File: src/rtl/crc16_txn_pkg.sv
package crc16_txn_pkg;
  typedef enum logic [1:0] {
    KIND_CMD  = 2'd0,
    KIND_ADDR = 2'd1,
    KIND_DATA = 2'd2
  } byte_kind_e;

  typedef enum logic [1:0] {
    TX_IDLE = 2'd0,
    TX_LO   = 2'd1,
    TX_HI   = 2'd2
  } tx_state_e;
endpackage

File: src/rtl/crc16_serial_core.sv
module crc16_serial_core #(
  parameter int          CRC_W    = 16,
  parameter int          BYTE_W   = 8,
  parameter logic [15:0] POLY_REF = 16'hA001
) (
  input  logic              clk,
  input  logic              rst_n,
  input  logic              clr_i,
  input  logic              load_i,
  input  logic [BYTE_W-1:0] byte_i,
  output logic              busy_o,
  output logic              done_o,
  output logic [CRC_W-1:0]  crc_o
);
  localparam int CNT_W = $clog2(BYTE_W + 1);

  logic [CRC_W-1:0]  crc_q, crc_n;
  logic [BYTE_W-1:0] sh_q, sh_n;
  logic [CNT_W-1:0]  cnt_q, cnt_n;
  logic              fb;

  always_comb begin
    crc_n = crc_q;
    sh_n  = sh_q;
    cnt_n = cnt_q;
    fb    = crc_q[0] ^ sh_q[0];
    if (clr_i) begin
      crc_n = '0;
      cnt_n = '0;
    end else if (load_i) begin
      sh_n  = byte_i;
      cnt_n = CNT_W'(BYTE_W);
    end else if (cnt_q != '0) begin
      crc_n = (crc_q >> 1) ^ (fb ? POLY_REF[CRC_W-1:0] : '0);
      sh_n  = sh_q >> 1;
      cnt_n = cnt_q - CNT_W'(1);
    end
  end

  always_ff @(posedge clk or negedge rst_n) begin
    if (!rst_n) begin
      crc_q <= '0;
      sh_q  <= '0;
      cnt_q <= '0;
    end else begin
      crc_q <= crc_n;
      sh_q  <= sh_n;
      cnt_q <= cnt_n;
    end
  end

  assign busy_o = (cnt_q != '0);
  assign done_o = (cnt_q == CNT_W'(1)) && !clr_i;
  assign crc_o  = crc_q;
endmodule

File: src/rtl/sp_offset_tracker.sv
module sp_offset_tracker #(
  parameter int OFS_W = 5
) (
  input  logic             clk,
  input  logic             rst_n,
  input  logic             clr_i,
  input  logic             load_i,
  input  logic [OFS_W-1:0] start_i,
  input  logic             step_i,
  output logic             end_hit_o
);
  logic [OFS_W-1:0] ofs_q, ofs_n;
  logic             hit_q, hit_n;

  always_comb begin
    ofs_n = ofs_q;
    hit_n = hit_q;
    if (clr_i) begin
      ofs_n = '0;
      hit_n = 1'b0;
    end else if (load_i) begin
      ofs_n = start_i;
    end else if (step_i) begin
      ofs_n = ofs_q + OFS_W'(1);
      if (ofs_q == '1) hit_n = 1'b1;
    end
  end

  always_ff @(posedge clk or negedge rst_n) begin
    if (!rst_n) begin
      ofs_q <= '0;
      hit_q <= 1'b0;
    end else begin
      ofs_q <= ofs_n;
      hit_q <= hit_n;
    end
  end

  assign end_hit_o = hit_q;
endmodule

File: src/rtl/crc16_txn_seq.sv
module crc16_txn_seq #(
  parameter int          CRC_W    = 16,
  parameter int          BYTE_W   = 8,
  parameter int          OFS_W    = 5,
  parameter logic [15:0] POLY_REF = 16'hA001
) (
  input  logic              clk,
  input  logic              rst_n,
  input  logic              clr_i,
  input  logic              pass_start_i,
  input  logic              txn_wr_i,
  input  logic              byte_valid_i,
  input  logic [BYTE_W-1:0] byte_i,
  input  logic [1:0]        byte_kind_i,
  input  logic              last_i,
  output logic              byte_ready_o,
  output logic [CRC_W-1:0]  crc_inv_o,
  output logic              send_ok_o,
  output logic              tx_valid_o,
  output logic [BYTE_W-1:0] tx_byte_o
);
  import crc16_txn_pkg::*;

  localparam int HALF_W = CRC_W / 2;

  logic       first_q, first_n;
  logic       wr_q, wr_n;
  logic       ta1_q, ta1_n;
  logic       last_q, last_n;
  tx_state_e  tx_q, tx_n;

  logic accept, is_cmd, is_addr, is_data;
  logic shift_load, core_clr, core_busy, core_done;
  logic ofs_load, ofs_step;
  logic [CRC_W-1:0] crc;

  assign is_cmd  = (byte_kind_i == KIND_CMD);
  assign is_addr = (byte_kind_i == KIND_ADDR);
  assign is_data = (byte_kind_i == KIND_DATA);

  // clear and pass start outrank a byte in the same cycle
  assign accept     = byte_valid_i && byte_ready_o && !clr_i && !pass_start_i;
  assign shift_load = accept && (first_q || is_data);
  assign core_clr   = clr_i || pass_start_i;
  assign ofs_load   = accept && first_q && is_addr && wr_q && !ta1_q;
  assign ofs_step   = accept && is_data && wr_q;

  crc16_serial_core #(
    .CRC_W   (CRC_W),
    .BYTE_W  (BYTE_W),
    .POLY_REF(POLY_REF)
  ) i_core (
    .clk   (clk),
    .rst_n (rst_n),
    .clr_i (core_clr),
    .load_i(shift_load),
    .byte_i(byte_i),
    .busy_o(core_busy),
    .done_o(core_done),
    .crc_o (crc)
  );

  sp_offset_tracker #(
    .OFS_W(OFS_W)
  ) i_ofs (
    .clk      (clk),
    .rst_n    (rst_n),
    .clr_i    (clr_i),
    .load_i   (ofs_load),
    .start_i  (byte_i[OFS_W-1:0]),
    .step_i   (ofs_step),
    .end_hit_o(send_ok_o)
  );

  always_comb begin
    first_n = first_q;
    wr_n    = wr_q;
    ta1_n   = ta1_q;
    last_n  = last_q;
    tx_n    = tx_q;
    if (clr_i) begin
      first_n = 1'b1;
      wr_n    = 1'b0;
      ta1_n   = 1'b0;
      last_n  = 1'b0;
      tx_n    = TX_IDLE;
    end else if (pass_start_i) begin
      first_n = 1'b0;
      last_n  = 1'b0;
      tx_n    = TX_IDLE;
    end else begin
      if (accept && first_q && is_cmd) wr_n = txn_wr_i;
      if (ofs_load) ta1_n = 1'b1;
      if (accept && is_data && last_i) last_n = 1'b1;
      case (tx_q)
        TX_IDLE: if (core_done && last_q) begin
          last_n = 1'b0;
          if (!wr_q || send_ok_o) tx_n = TX_LO;
        end
        TX_LO:   tx_n = TX_HI;
        default: tx_n = TX_IDLE;
      endcase
    end
  end

  always_ff @(posedge clk or negedge rst_n) begin
    if (!rst_n) begin
      first_q <= 1'b1;
      wr_q    <= 1'b0;
      ta1_q   <= 1'b0;
      last_q  <= 1'b0;
      tx_q    <= TX_IDLE;
    end else begin
      first_q <= first_n;
      wr_q    <= wr_n;
      ta1_q   <= ta1_n;
      last_q  <= last_n;
      tx_q    <= tx_n;
    end
  end

  assign byte_ready_o = !core_busy && (tx_q == TX_IDLE);
  assign crc_inv_o    = ~crc;
  assign tx_valid_o   = (tx_q != TX_IDLE);
  assign tx_byte_o    = (tx_q == TX_HI) ? ~crc[CRC_W-1:HALF_W] : ~crc[HALF_W-1:0];
endmodule

File: config.mk
export PLATFORM = sky130hd
export DESIGN_NAME = crc16_txn_seq
export DESIGN_NICKNAME = d
export VERILOG_FILES = /design/src/rtl/crc16_txn_pkg.sv /design/src/rtl/crc16_serial_core.sv /design/src/rtl/sp_offset_tracker.sv /design/src/rtl/crc16_txn_seq.sv
export SDC_FILE = /design/constraint.sdc
export NUM_CORES = 1
export LEC_CHECK = 0
export BUFFER_PORTS_ARGS = -buffer_cell sky130_fd_sc_hd__buf_4
export CAP_MARGIN = 15
export CORE_MARGIN = 2
export CORE_UTILIZATION = 51
export CTS_BUF_LIST = sky130_fd_sc_hd__clkbuf_8
export DETAILED_ROUTE_END_ITERATION = 12
export PLACE_DENSITY = 0.81
export SYNTH_ARGS = -nofsm -noshare
export SYNTH_HDL_FRONTEND = slang
export SYNTH_SLANG_ARGS = --single-unit
File: constraint.sdc
create_clock -name clk -period 1.8 [get_ports clk]
set_input_delay 0.18 -clock clk [delete_from_list [all_inputs] [get_ports clk]]
set_output_delay 0.18 -clock clk [all_outputs]
set_load 0.1 [all_outputs]
# == After elaboration in Yosys (flattened, before gate mapping) ==
# Cells that the tools add are included.
# op_classes
bitwise,6
mux,35
reduce_logical,43
eq_ne,11
add_sub_neg,2
# ops
operator,n
$mux 16,4
$mux 8,3
$mux 1,17
$not 16->16,1
$not 8->8,2
$reduce_bool 2->1,8
$xor 15x16->16,1
$logic_and 1x1->1,15
$mux 5,3
$mux 4,3
$reduce_and 2->1,5
$mux 2,4
$ne 4x4->1 const B,2
$logic_not 1->1,6
$reduce_bool 3->1,2
$add 5x1->5 const B,1
$eq 5x5->1 const B,1
$eq 2x1->1 const B,2
$eq 2x2->1 const B,2
$eq 4x1->1 const B,1
$logic_not 2->1,2
$ne 2x2->1 const B,2
$pmux 2 s2,1
$reduce_bool 4->1,1
6 further kinds,8
# totals
out_inout_bits,27
regBits,40
input_bits,17

# == Depth between registers and ports, before layout ==
# Gate-level depths: netlist of the first run.
# depth
word_depth,13
ltp_mapped,7
ltp_nobuf,6

# == Cells and area by module ==
# A second synthesis of the first run with hierarchy kept.
# unflattened
hier_cells,224
area_unflattened_um2,2159.6
# modules_own_cells
module,area_per_inst_um2,cells_each,n_inst
crc16_serial_core,1330.0,123,1
crc16_txn_seq,493.0,68,1
sp_offset_tracker,336.6,33,1

# == Least setup slack after synthesis of the first run ==
# OpenSTA, ideal clock, no wires.
# synth_path
kind,reg2out
startpoint,register i_core.cnt_q[0]
endpoint,output byte_ready_o
arrival_time_ns,2.736
t_required_ns,1.620
path_slack_ns,-1.116
stages_incl_launch_ff,7
path_cell_list,dfrtp_1 -> inv_1 -> ha_1 -> or3b_2 -> buf_2 -> buf_2 -> nor2_1
# synth_between
elab_chain_len,3
# synth_rtl
element,line,text
start: declaration,crc16_serial_core.sv:19,"logic [CNT_W-1:0] cnt_q, cnt_n;"
start signal: assignment,crc16_serial_core.sv:48,cnt_q <= cnt_n;
$reduce_bool 4->1,crc16_serial_core.sv:52,assign busy_o = (cnt_q != '0);
$logic_not 1->1,crc16_txn_seq.sv:122,assign byte_ready_o = !core_busy && (tx_q == TX_IDLE);
$logic_and 1x1->1,crc16_txn_seq.sv:122,
end: declaration,crc16_txn_seq.sv:16,"output logic byte_ready_o,"
# Every way passes these cells.

# == Worst setup path after layout of the first run ==
# Ends and elaborated chain as after synthesis.

==> run summary, run 1 <==
TIMING
-------------------------------------------------------------------------------------------
Worst slew slack as a fraction of its limit                                           66.9%
Fin Clk Skew                                                                     0.00532 ns
Unrepaired setup endpoints after global routing                                         yes
Transition time of the tightest slew-check pin                                     0.496 ns
Final setup viols                                                                         9
Setup slack after layout                                                         -0.0399 ns
Count of pins over their slew limit                                                       0
Shortest period the worst path allows                                               1.84 ns
Fmax                                                                              0.543 GHz
Count of endpoints failing hold in the final timing report                                0
Post-route fraction of the period consumed by the critical path                        102%

LOGIC SYNTHESIS
-------------------------------------------------------------------------------------------
Netlist Area Pre-Place                                                         0.00207 mm^2
Post-Syn Nets                                                                           252
Post-synthesis cell count                                                               231
Number of flops mapped to enable cells by yosys                                           0
Distinct cell type count after synthesis                                                 40
Syn_area_per_cell                                                                 8.95 um^2
Proportion of synthesized flip-flops having asynchronous set or reset                  100%
Yosys synthesis warning count                                                             0
Most common flop cell mapped by yosys                                          sky130_fd_sc_hd__dfrtp_1
Sequential fraction of the synthesis area                                             48.5%
Post-synthesis register bit count                                                        40

POWER AND IR DROP
-------------------------------------------------------------------------------------------
Worst IR drop on VDD                                                                 597 uV
Leakage                                                                             1.36 nW
Sequential fraction of design power                                                   34.1%
Switching power                                                                     1.37 mW
Internal power                                                                      2.00 mW
Part of the power in the clock network                                                17.9%
PnR Total Power                                                                     3.37 mW
Relative contribution of combinational cells to total power                           48.0%
Power Dens Cells                                                               1090 mW/mm^2
Switching Fraction                                                                    40.7%

CTS
-------------------------------------------------------------------------------------------
# clock sinks                                                                            40
CTS tree                                                                                yes
Clock transition at path regs                                                       0.07 ns
Number of CTS-inserted buffers                                                            5
Insertion delay to the later sink of the worst-skew pair                            0.30 ns
Clock root buffer                                                              sky130_fd_sc_hd__clkbuf_8
Deepest clock path buffer count                                                           2
Total number of H-tree levels                                                             2

CELLS AND AREA
-------------------------------------------------------------------------------------------
Most common cell after layout, fill and taps aside                             sky130_fd_sc_hd__buf_4
Layout Area Growth over Synthesis                                                     49.8%
Net count of the finished layout                                                        317
Core utilization of the finished layout                                               78.6%
Commonest cells after routing, fill and taps aside                             sky130_fd_sc_hd__buf_4, sky130_fd_sc_hd__dfrtp_1, sky130_fd_sc_hd__nand2_1
Antenna Cells                                                                             0
Fraction of final layout cells sized beyond drive strength 1                          39.1%
Final instance area                                                            0.00310 mm^2

ROUTE
-------------------------------------------------------------------------------------------
DR DRC count                                                                              0
Wire length per cell                                                                15.2 um
Detailed-routing iteration count for the pre-antenna-repair pass                          4
Detail-routed via count per cell                                                       5.42
Total via count after detailed routing                                                1,880
Number of design-rule violations left by the first detailed-router iteration            103
Antenna Nets Post-Route                                                                   0
Total wirelength of the detailed-routed design                                      5280 um

OUTCOME
-------------------------------------------------------------------------------------------
Status                                                                         finished, violations left
Failing checks                                                                 setup timing

WORST HOLD PATH
-------------------------------------------------------------------------------------------
Path class of the lowest-slack min-delay path                                  input port to flip-flop
WHS Endpoint                                                                   i_ofs.ofs_q[1]
Launch instance of the worst min-delay path                                       byte_i[1]
Cell depth of the worst hold path                                                         3

PLACE
-------------------------------------------------------------------------------------------
Quantity of I/O buffers inserted on ports                                                43
Placer congestion estimate                                                            0.908
Detailed placement HPWL                                                             3220 um
Cell area reported after detailed placement                                    0.00267 mm^2

GLOBAL ROUTE
-------------------------------------------------------------------------------------------
Total overflow reported by the global router                                              0
First-pass GRT wire length                                                          8170 um
Aggregate global-route resource usage                                                 24.7%
Number of global-route vias before repair                                             1,722
Maximum number of pins on one net before global-route repair                             41
Number of antenna violations at the first check in global routing                         0

FLOORPLAN
-------------------------------------------------------------------------------------------
DIE HEIGHT                                                                          67.7 um
Floorplan die width                                                                 67.7 um
I/O pins                                                                                 44
Core area                                                                      0.00394 mm^2
Number of rows created at floorplan                                                      23
Die Outline Area                                                               0.00458 mm^2
Initial core utilization                                                              52.5%

CRITICAL PATH
-------------------------------------------------------------------------------------------
Data arrival time at the worst-slack endpoint                                       1.66 ns
Reg-to-reg setup timing slack                                                       0.01 ns
Depth of the worst register-to-register path                                              5
CP max FO                                                                                 4
Data required time of the critical path                                             1.62 ns
Critical setup path kind                                                       flip-flop to primary output
Sort of element at the end of the critical path                                primary output
Launching element type of the critical path                                       flip-flop
Launch instance of the worst register-to-register path                              tx_q[0]
Crit Reg-Reg Endpoint                                                          i_ofs.ofs_q[0]

JOB
-------------------------------------------------------------------------------------------
Count of max-cap constraint violations                                                    0

[power groups by stage]
stage | Sequential (mW) | Combinational [mW] | Clock, mW
after detailed placement | 1.17 | 1.37 | 0
final | 1.15 | 1.62 | 0.604
after global placement | 1.16 | 1.35 | 0
after global routing | 1.17 | 1.73 | 0.661
after CTS | 1.14 | 1.52 | 0.614
after floorplan | 1.15 | 1.08 | 0
[how the worst max path moves through the flow]
| stage | from | depth (start not counted) | to |
|---|---|---|---|
| after global routing | i_core.cnt_q[0] | 5 | byte_ready_o |
| final | i_core.cnt_q[0] | 5 | byte_ready_o |
| after floorplan | i_core.cnt_q[0] | 6 | byte_ready_o |
| after detailed placement | i_core.cnt_q[2] | 4 | i_ofs.ofs_q[0] |
| after CTS | i_core.cnt_q[1] | 5 | byte_ready_o |
| after global placement | i_core.cnt_q[2] | 4 | i_ofs.ofs_q[0] |
[worst max-delay path, cell delays in order (launching register included)]
cell	delay, ns
sky130_fd_sc_hd__dfrtp_1	0.39
sky130_fd_sc_hd__inv_2	0.09
sky130_fd_sc_hd__ha_4	0.15
sky130_fd_sc_hd__or3b_4	0.42
sky130_fd_sc_hd__nor2_4	0.14
sky130_fd_sc_hd__buf_12	0.18
[cell families after synthesis]
logic type | after synthesis | synth area share (%)
compound gates | 46 | 11.9
xor+xnor | 9 | 3.81
fa+ha+maj | 4 | 2.42
buf+inv | 32 | 5.99
flops | 40 | 48.5
mux | 9 | 4.36
simple gates | 91 | 23.0
[metrics by stage]
| step | setup slack [ns] | hold slack (ns) | TNS (ns) | instances |
|---|---|---|---|---|
| global route | -0.0990 | 0.0973 | -0.590 | 347 |
| CTS | -0.0180 | 0.0984 | -0.0262 | 342 |
| floorplan | -0.122 | -0.116 | -0.122 | 231 |
| global placement | 0.108 | 0.187 | 0 | 327 |
| detailed placement | 0.0808 | 0.184 | 0 | 327 |
| finish | -0.0399 | 0.0991 | -0.106 | 347 |
[layer usage]
metal	vias up	global-route usage [%]	wire, um
li1	901	-	-
met1	915	31.5	2240
met2	55	40.4	2700
met3	9	6.50	259
met4	0	8.93	87
met5	-	0	0
[registers in the layout (all words and copies together) (netlist names), 2 cells and up]
register	flops
i_core.crc_o	16
i_ofs.ofs_q	5
i_core.sh_q	8
tx_q	2
i_core.cnt_q	4
[area by class of cell]
| class | instances | area, um^2 |
|---|---|---|
| Multi-Input combinational cell | 159 | 1150 |
| Inverter | 23 | 116 |
| Sequential cell | 40 | 1000 |
| Timing Repair Buffer | 67 | 674 |
| Fill cell | 237 | 845 |
| Clock inverter | 2 | 7.51 |
| Tap cell | 50 | 62.6 |
| Clock buffer | 6 | 82.6 |
[Yosys cell counts (2+ instances only)]
cell,number,share of area [%]
sky130_fd_sc_hd__nand4_1,2,0.60
sky130_fd_sc_hd__nor2_1,23,4.2
sky130_fd_sc_hd__a211oi_1,3,1.1
sky130_fd_sc_hd__clkbuf_1,6,1.1
sky130_fd_sc_hd__mux2i_1,9,4.4
sky130_fd_sc_hd__xor2_1,3,1.3
sky130_fd_sc_hd__or2_2,2,0.60
sky130_fd_sc_hd__nand4b_1,2,0.85
sky130_fd_sc_hd__o21ai_1,5,1.2
sky130_fd_sc_hd__nand3_1,4,0.97
sky130_fd_sc_hd__xnor2_1,6,2.5
sky130_fd_sc_hd__nor2b_1,2,0.60
sky130_fd_sc_hd__nor4_4,2,2.1
sky130_fd_sc_hd__and3_1,2,0.60
sky130_fd_sc_hd__dfrtp_1,39,47
sky130_fd_sc_hd__nor4_1,2,0.60
sky130_fd_sc_hd__nand2_1,37,6.7
sky130_fd_sc_hd__inv_1,23,4.2
sky130_fd_sc_hd__a21oi_1,31,7.5
sky130_fd_sc_hd__buf_2,3,0.73
sky130_fd_sc_hd__o21ai_0,3,0.73
sky130_fd_sc_hd__ha_1,4,2.4
[what timing repair did]
action                     4_1_cts  5_1_grt
cloned                           1        0
setup endpoints to repair        9       16
pin swaps                       10        5
buffers inserted                 5        5
hold endpoints to repair        39        0
gates resized for setup         49        5
hold buffers                     1        0
(Power assumes the default switching activity.)
==> inputs of run 2 (changes only) <==
--- a/config.mk
+++ b/config.mk
@@ -11,6 +11,7 @@
 export CORE_UTILIZATION = 51
 export CTS_BUF_LIST = sky130_fd_sc_hd__clkbuf_8
 export DETAILED_ROUTE_END_ITERATION = 12
+export GPL_TIMING_DRIVEN = 0
 export PLACE_DENSITY = 0.81
 export SYNTH_ARGS = -nofsm -noshare
 export SYNTH_HDL_FRONTEND = slang
==> run summary, run 2 (same netlist as run 1, synthesis figures left out) <==
OUTCOME
-------------------------------------------------------------------------------------------
Status                                                                         finished, violations left   unchanged
Failing checks                                                                 setup timing   unchanged

FLOORPLAN
-------------------------------------------------------------------------------------------
Floorplan die width                                                                 67.7 um   unchanged
I/O pins                                                                                 44   unchanged
Core area                                                                      0.00394 mm^2   unchanged
DIE HEIGHT                                                                          67.7 um   unchanged
Die Outline Area                                                               0.00458 mm^2   unchanged
Number of rows created at floorplan                                                      23   unchanged
Initial core utilization                                                              52.5%   unchanged

TIMING
-------------------------------------------------------------------------------------------
Count of pins over their slew limit                                                       0   unchanged
Final Hold Slack                                                                  0.0993 ns   was 0.0991 ns
Shortest period the worst path allows                                               1.95 ns   was 1.84 ns
Worst slew slack as a fraction of its limit                                           65.8%   was 66.9%
Post-route fraction of the period consumed by the critical path                        108%   was 102%
Unrepaired setup endpoints after global routing                                         yes   unchanged
Fmax                                                                              0.514 GHz   was 0.543 GHz
Setup TNS Final                                                                   -0.954 ns   was -0.106 ns
Transition time of the tightest slew-check pin                                     0.510 ns   was 0.496 ns
Fin Clk Skew                                                                     0.00662 ns   was 0.00532 ns
Count of endpoints failing hold in the final timing report                                0   unchanged
Final setup viols                                                                        17   was 9
Setup slack after layout                                                          -0.146 ns   was -0.0399 ns

PLACE
-------------------------------------------------------------------------------------------
Placer congestion estimate                                                            0.823   was 0.908
Quantity of I/O buffers inserted on ports                                                42   was 43
Inst Count DP                                                                           323   was 327
Detailed placement HPWL                                                             3430 um   was 3220 um

CRITICAL PATH
-------------------------------------------------------------------------------------------
Ordered cell list for the critical path                                        inv_2, ha_4, or3b_4, buf_8, nor2_4, buf_12   was inv_2, ha_4, or3b_4, nor2_4, buf_12
Family with the most delay on the worst path                                   simple AND/OR/NAND/NOR gates   unchanged
CP max FO                                                                                 5   was 4
Critical setup path kind                                                       flip-flop to primary output   unchanged
Crit path buffers/inverters                                                               3   was 2
Launch instance of the worst register-to-register path                         i_core.cnt_q[0]   was tx_q[0]
Source of the critical timing path                                             i_core.cnt_q[0]   unchanged
Maximum single-stage delay on the critical path                                     0.41 ns   was 0.42 ns
Slowest cell on the critical path                                              sky130_fd_sc_hd__dfrtp_1   was sky130_fd_sc_hd__or3b_4
Data arrival time at the worst-slack endpoint                                       1.77 ns   was 1.66 ns
Data required time of the critical path                                             1.62 ns   about the same
Sort of element at the end of the critical path                                primary output   unchanged
Launching element type of the critical path                                       flip-flop   unchanged

GLOBAL ROUTE
-------------------------------------------------------------------------------------------
Maximum number of pins on one net before global-route repair                             41   unchanged
Number of antenna violations at the first check in global routing                         0   unchanged
Total overflow reported by the global router                                              0   unchanged
Number of global-route vias before repair                                             1,827   was 1,722
First-pass GRT wire length                                                          8320 um   was 8170 um
Aggregate global-route resource usage                                                 24.9%   was 24.7%

ROUTE
-------------------------------------------------------------------------------------------
Detailed-routing iteration count for the pre-antenna-repair pass                          4   unchanged
Detail-routed via count per cell                                                       5.43   was 5.42
Wire length per cell                                                                15.8 um   was 15.2 um
DR DRC count                                                                              0   unchanged
Antenna Nets Post-Route                                                                   0   unchanged
Number of design-rule violations left by the first detailed-router iteration            115   was 103
Total via count after detailed routing                                                1,916   was 1,880
Total wirelength of the detailed-routed design                                      5590 um   was 5280 um

CELLS AND AREA
-------------------------------------------------------------------------------------------
Final standard cell count with taps included and fillers excluded                       353   was 347
Commonest cells after routing, fill and taps aside                             sky130_fd_sc_hd__buf_4, sky130_fd_sc_hd__dfrtp_1, sky130_fd_sc_hd__nand2_1   unchanged
Filler Cell Count                                                                       243   was 237
Most common cell after layout, fill and taps aside                             sky130_fd_sc_hd__buf_4   unchanged
Core utilization of the finished layout                                               80.5%   was 78.6%
Max reg flops                                                                            16   unchanged
Net count of the finished layout                                                        324   was 317
Layout Area Growth over Synthesis                                                     53.5%   was 49.8%
Antenna Cells                                                                             0   unchanged
Fraction of final layout cells sized beyond drive strength 1                          45.5%   was 39.1%

CTS
-------------------------------------------------------------------------------------------
Insertion delay to the later sink of the worst-skew pair                            0.30 ns   about the same
CTS tree                                                                                yes   unchanged
# clock sinks                                                                            40   unchanged
Total number of H-tree levels                                                             2   unchanged
Deepest clock path buffer count                                                           2   unchanged
Clock root buffer                                                              sky130_fd_sc_hd__clkbuf_8   unchanged
Clock transition at path regs                                                       0.07 ns   about the same
Number of CTS-inserted buffers                                                            5   unchanged

POWER AND IR DROP
-------------------------------------------------------------------------------------------
Leakage                                                                             1.38 nW   was 1.36 nW
Power Dens Cells                                                               1170 mW/mm^2   was 1090 mW/mm^2
Worst IR drop on VDD                                                                 755 uV   was 597 uV
PnR Total Power                                                                     3.73 mW   was 3.37 mW

WORST HOLD PATH
-------------------------------------------------------------------------------------------
Launch instance of the worst min-delay path                                       byte_i[3]   was byte_i[1]
Path class of the lowest-slack min-delay path                                  input port to flip-flop   unchanged

JOB
-------------------------------------------------------------------------------------------
Count of max-cap constraint violations                                                    0   unchanged

-- run 2: changes by cell type in the layout (fill, tap and decap cells not counted), sizes merged --
cell,change
buf,+4
clkbuf,+4
inv,-2
-- run 2: final timing paths --
check | cells past startpoint | to | slack (ns)
worst max-delay path | 6 | byte_ready_o | -0.15
min in group asynchronous | 2 | wr_q | 0.39
worst min register to register | 1 | tx_q[1] | 0.52
worst max register to register | 9 | wr_q | -0.13
max in group asynchronous | 2 | i_core.cnt_q[2] | 1.03
worst min-delay path | 3 | i_ofs.ofs_q[3] | 0.1
-- run 2: final cells by class --
type	instances	area (um^2)	area share, %
timing repair buffer	67	627	19.7
sequential	40	1010	31.7
clock buffer	7	96.3	3.03
inverter	23	116	3.66
multi-input combinational	159	1200	37.8
tap	50	62.6	1.97
buffer	7	67.6	2.13
-- run 2: timing repair --
item,4_1_cts,5_1_grt
endpoints found under the setup margin,33,26
cloned,1,1
hold buffers,1,0
resized for setup,37,43
setup buffers,11,11
hold endpoints to repair,39,0
pin swaps,5,14
-- run 2: stage by stage --
stage,setup slack (ns),instance area (um^2)
floorplan,-0.122,2230
global placement,-0.138,2610
detailed placement,-0.132,2610
CTS,-0.120,2940
global route,-0.233,3180
finish,-0.146,3180
-- run 2: tightest hold or removal path, stage by stage --
cell and delay [ns]:
sky130_fd_sc_hd__buf_4 0.09, sky130_fd_sc_hd__nand2_2 0.05, sky130_fd_sc_hd__o21ai_2 0.04
-- run 2: where the power goes --
group	leakage (nW)	total (mW)	switching, mW	internal (mW)
registers	0.529	1.18	0.148	1.03
clock network	0.0503	0.644	0.303	0.341
logic	0.799	1.90	1.05	0.852
total	1.38	3.73	1.50	2.23
-- run 2: metal layers --
metal / vias up / global-route usage (%) / share of wire, %
li1: 908 / - / -
met1: 945 / 30.1 / 41
met2: 51 / 43.1 / 53
met3: 12 / 6.00 / 4.7
met4: 0 / 8.42 / 1.9
met5: - / 0 / 0
==> inputs of run 3 (changes only) <==
--- a/config.mk
+++ b/config.mk
@@ -16,3 +16,4 @@
 export SYNTH_ARGS = -nofsm -noshare
 export SYNTH_HDL_FRONTEND = slang
 export SYNTH_SLANG_ARGS = --single-unit
+export TNS_END_PERCENT = 1
==> run summary, run 3 (same netlist as run 1, synthesis figures left out) <==
OUTCOME
-------------------------------------------------------------------------------------------
Status                                                                         finished, violations left   unchanged
Failing checks                                                                 setup timing   unchanged

POWER AND IR DROP
-------------------------------------------------------------------------------------------
Switching power                                                                     1.39 mW   was 1.50 mW
PnR Total Power                                                                     3.51 mW   was 3.73 mW
Power Dens Cells                                                               1190 mW/mm^2   was 1170 mW/mm^2
Worst IR drop on VDD                                                                 533 uV   was 755 uV
Internal power                                                                      2.12 mW   was 2.23 mW
Part of the power in the clock network                                                20.6%   was 17.3%
Sequential fraction of design power                                                   33.0%   was 31.7%
Switching Fraction                                                                    39.7%   was 40.2%
Relative contribution of combinational cells to total power                           46.4%   was 51.0%
Leakage                                                                             1.31 nW   was 1.38 nW

ROUTE
-------------------------------------------------------------------------------------------
DR DRC count                                                                              0   unchanged
Total wirelength of the detailed-routed design                                      4850 um   was 5590 um
Antenna Nets Post-Route                                                                   0   unchanged
Detailed-routing iteration count for the pre-antenna-repair pass                          4   unchanged
Wire length per cell                                                                14.2 um   was 15.8 um
Total via count after detailed routing                                                1,820   was 1,916
Detail-routed via count per cell                                                       5.32   was 5.43
Number of design-rule violations left by the first detailed-router iteration             91   was 115

TIMING
-------------------------------------------------------------------------------------------
Setup slack after layout                                                         -0.0853 ns   was -0.146 ns
Fin Clk Skew                                                                     0.00837 ns   was 0.00662 ns
Fmax                                                                              0.530 GHz   was 0.514 GHz
Final setup viols                                                                         4   was 17
Unrepaired setup endpoints after global routing                                         yes   unchanged
Post-route fraction of the period consumed by the critical path                        105%   was 108%
Worst slew slack as a fraction of its limit                                           66.6%   was 65.8%
Count of pins over their slew limit                                                       0   unchanged
Count of endpoints failing hold in the final timing report                                0   unchanged
Transition time of the tightest slew-check pin                                     0.501 ns   was 0.510 ns
Shortest period the worst path allows                                               1.89 ns   was 1.95 ns
Setup TNS Final                                                                   -0.123 ns   was -0.954 ns

WORST HOLD PATH
-------------------------------------------------------------------------------------------
Cell depth of the worst hold path                                                         3   unchanged
Launch instance of the worst min-delay path                                       byte_i[1]   was byte_i[3]
Path class of the lowest-slack min-delay path                                  input port to flip-flop   unchanged
WHS Endpoint                                                                   i_ofs.ofs_q[1]   was i_ofs.ofs_q[3]

CRITICAL PATH
-------------------------------------------------------------------------------------------
Ordered cell list for the critical path                                        inv_2, ha_4, or3b_4, buf_8, nor2_4, buf_12   unchanged
Slowest cell on the critical path                                              sky130_fd_sc_hd__dfrtp_1   unchanged
Maximum single-stage delay on the critical path                                     0.39 ns   was 0.41 ns
Sort of element at the end of the critical path                                primary output   unchanged
CP max FO                                                                                 3   was 5
Depth of the worst register-to-register path                                              5   was 9
Critical setup path kind                                                       flip-flop to primary output   unchanged
Launch instance of the worst register-to-register path                              tx_q[0]   was i_core.cnt_q[0]
Reg-to-reg setup timing slack                                                      -0.02 ns   was -0.13 ns
Crit Reg-Reg Endpoint                                                          i_ofs.ofs_q[2]   was wr_q
Data required time of the critical path                                             1.62 ns   about the same
Launching element type of the critical path                                       flip-flop   unchanged
Data arrival time at the worst-slack endpoint                                       1.71 ns   was 1.77 ns

CTS
-------------------------------------------------------------------------------------------
Insertion delay to the later sink of the worst-skew pair                            0.30 ns   about the same
Clock transition at path regs                                                       0.08 ns   was 0.07 ns
# clock sinks                                                                            40   unchanged
Clock root buffer                                                              sky130_fd_sc_hd__clkbuf_8   unchanged
Deepest clock path buffer count                                                           2   unchanged
CTS tree                                                                                yes   unchanged
Total number of H-tree levels                                                             2   unchanged
Number of CTS-inserted buffers                                                            5   unchanged

CELLS AND AREA
-------------------------------------------------------------------------------------------
Most common cell after layout, fill and taps aside                             sky130_fd_sc_hd__buf_4   unchanged
Commonest cells after routing, fill and taps aside                             sky130_fd_sc_hd__buf_4, sky130_fd_sc_hd__nand2_1, sky130_fd_sc_hd__dfrtp_1   was sky130_fd_sc_hd__buf_4, sky130_fd_sc_hd__dfrtp_1, sky130_fd_sc_hd__nand2_1
Net count of the finished layout                                                        312   was 324
Filler Cell Count                                                                       289   was 243
Fraction of final layout cells sized beyond drive strength 1                          33.9%   was 45.5%
Layout Area Growth over Synthesis                                                     42.8%   was 53.5%
Max reg flops                                                                            16   unchanged
Antenna Cells                                                                             0   unchanged
Final instance area                                                            0.00295 mm^2   was 0.00318 mm^2
Core utilization of the finished layout                                               74.9%   was 80.5%

PLACE
-------------------------------------------------------------------------------------------
Cell area reported after detailed placement                                    0.00258 mm^2   was 0.00261 mm^2
Quantity of I/O buffers inserted on ports                                                42   unchanged
Worst slack at placement                                                          -0.144 ns   was -0.132 ns
Placer congestion estimate                                                            0.814   was 0.823
Detailed placement HPWL                                                             3300 um   was 3430 um

FLOORPLAN
-------------------------------------------------------------------------------------------
Initial core utilization                                                              52.5%   unchanged
Floorplan die width                                                                 67.7 um   unchanged
I/O pins                                                                                 44   unchanged
Die Outline Area                                                               0.00458 mm^2   unchanged
Core area                                                                      0.00394 mm^2   unchanged
Number of rows created at floorplan                                                      23   unchanged
DIE HEIGHT                                                                          67.7 um   unchanged

GLOBAL ROUTE
-------------------------------------------------------------------------------------------
Number of global-route vias before repair                                             1,733   was 1,827
Aggregate global-route resource usage                                                 23.2%   was 24.9%
Number of antenna violations at the first check in global routing                         0   unchanged
Maximum number of pins on one net before global-route repair                             41   unchanged
Total overflow reported by the global router                                              0   unchanged
First-pass GRT wire length                                                          7760 um   was 8320 um

JOB
-------------------------------------------------------------------------------------------
Count of max-cap constraint violations                                                    0   unchanged

[run 3: worst max-delay path by stage]
stage                     from               to  slack [ns]  cells after the start
2_1_floorplan  i_core.cnt_q[0]     byte_ready_o       -0.12                      6
3_3_place_gp   i_core.cnt_q[1]  i_core.cnt_q[3]       -0.07                      6
3_5_place_dp   i_core.cnt_q[0]  i_core.cnt_q[3]       -0.14                      6
4_1_cts        i_core.cnt_q[0]     byte_ready_o       -0.08                      6
5_1_grt        i_core.cnt_q[1]     byte_ready_o       -0.14                      6
6_report       i_core.cnt_q[0]     byte_ready_o       -0.09                      6
[run 3: final cells by class]
class,instances,area [um^2],share of cell area (%)
inverter,23,90.1,3.05
buffer,7,61.3,2.08
tap,50,62.6,2.12
sequential,40,1010,34.1
clock inverter,3,38.8,1.31
multi-input combinational,159,1090,37.1
clock buffer,5,68.8,2.33
timing repair buffer,55,532,18.0
[run 3: worst max-delay path, delay by kind of cell (launching register included)]
kind / cells / cell delay [ns]
and+or+nand+nor: 2 / 0.48
DFF: 1 / 0.39
adders and majority gates: 1 / 0.14
buffers and inverters: 3 / 0.40
[run 3: through the flow]
stage          hold slack, ns  cells
4_1_cts                0.0984    340
6_report               0.0996    342
5_1_grt                 0.107    342
3_3_place_gp            0.182    323
3_5_place_dp            0.187    323
2_1_floorplan          -0.116    231
[run 3: power by group through the flow]
| stage | combinational, mW | clock, mW | sequential, mW |
|---|---|---|---|
| 2_1_floorplan | 1.08 | 0 | 1.14 |
| 3_3_place_gp | 1.33 | 0 | 1.16 |
| 3_5_place_dp | 1.36 | 0 | 1.17 |
| 4_1_cts | 1.57 | 0.732 | 1.15 |
| 5_1_grt | 1.74 | 0.780 | 1.18 |
| 6_report | 1.63 | 0.723 | 1.16 |
[run 3: per-layer routing]
layer  up-vias  track usage (%)  wire length (um)
met1       875             27.9              2010
met5         -                0                 0
met3         8             4.50               200
met2        48             40.7              2560
met4         0             8.93                78
li1        889                -                 -
[run 3: repair_timing]
item | 4_1_cts | 5_1_grt
gates resized for setup | 34 | 11
pin swaps | 9 | 3
endpoints found under the setup margin | 33 | 37
hold endpoints to repair | 39 | 0
setup buffers | 10 | 2
hold buffers | 1 | 0
gates cloned | 0 | 0
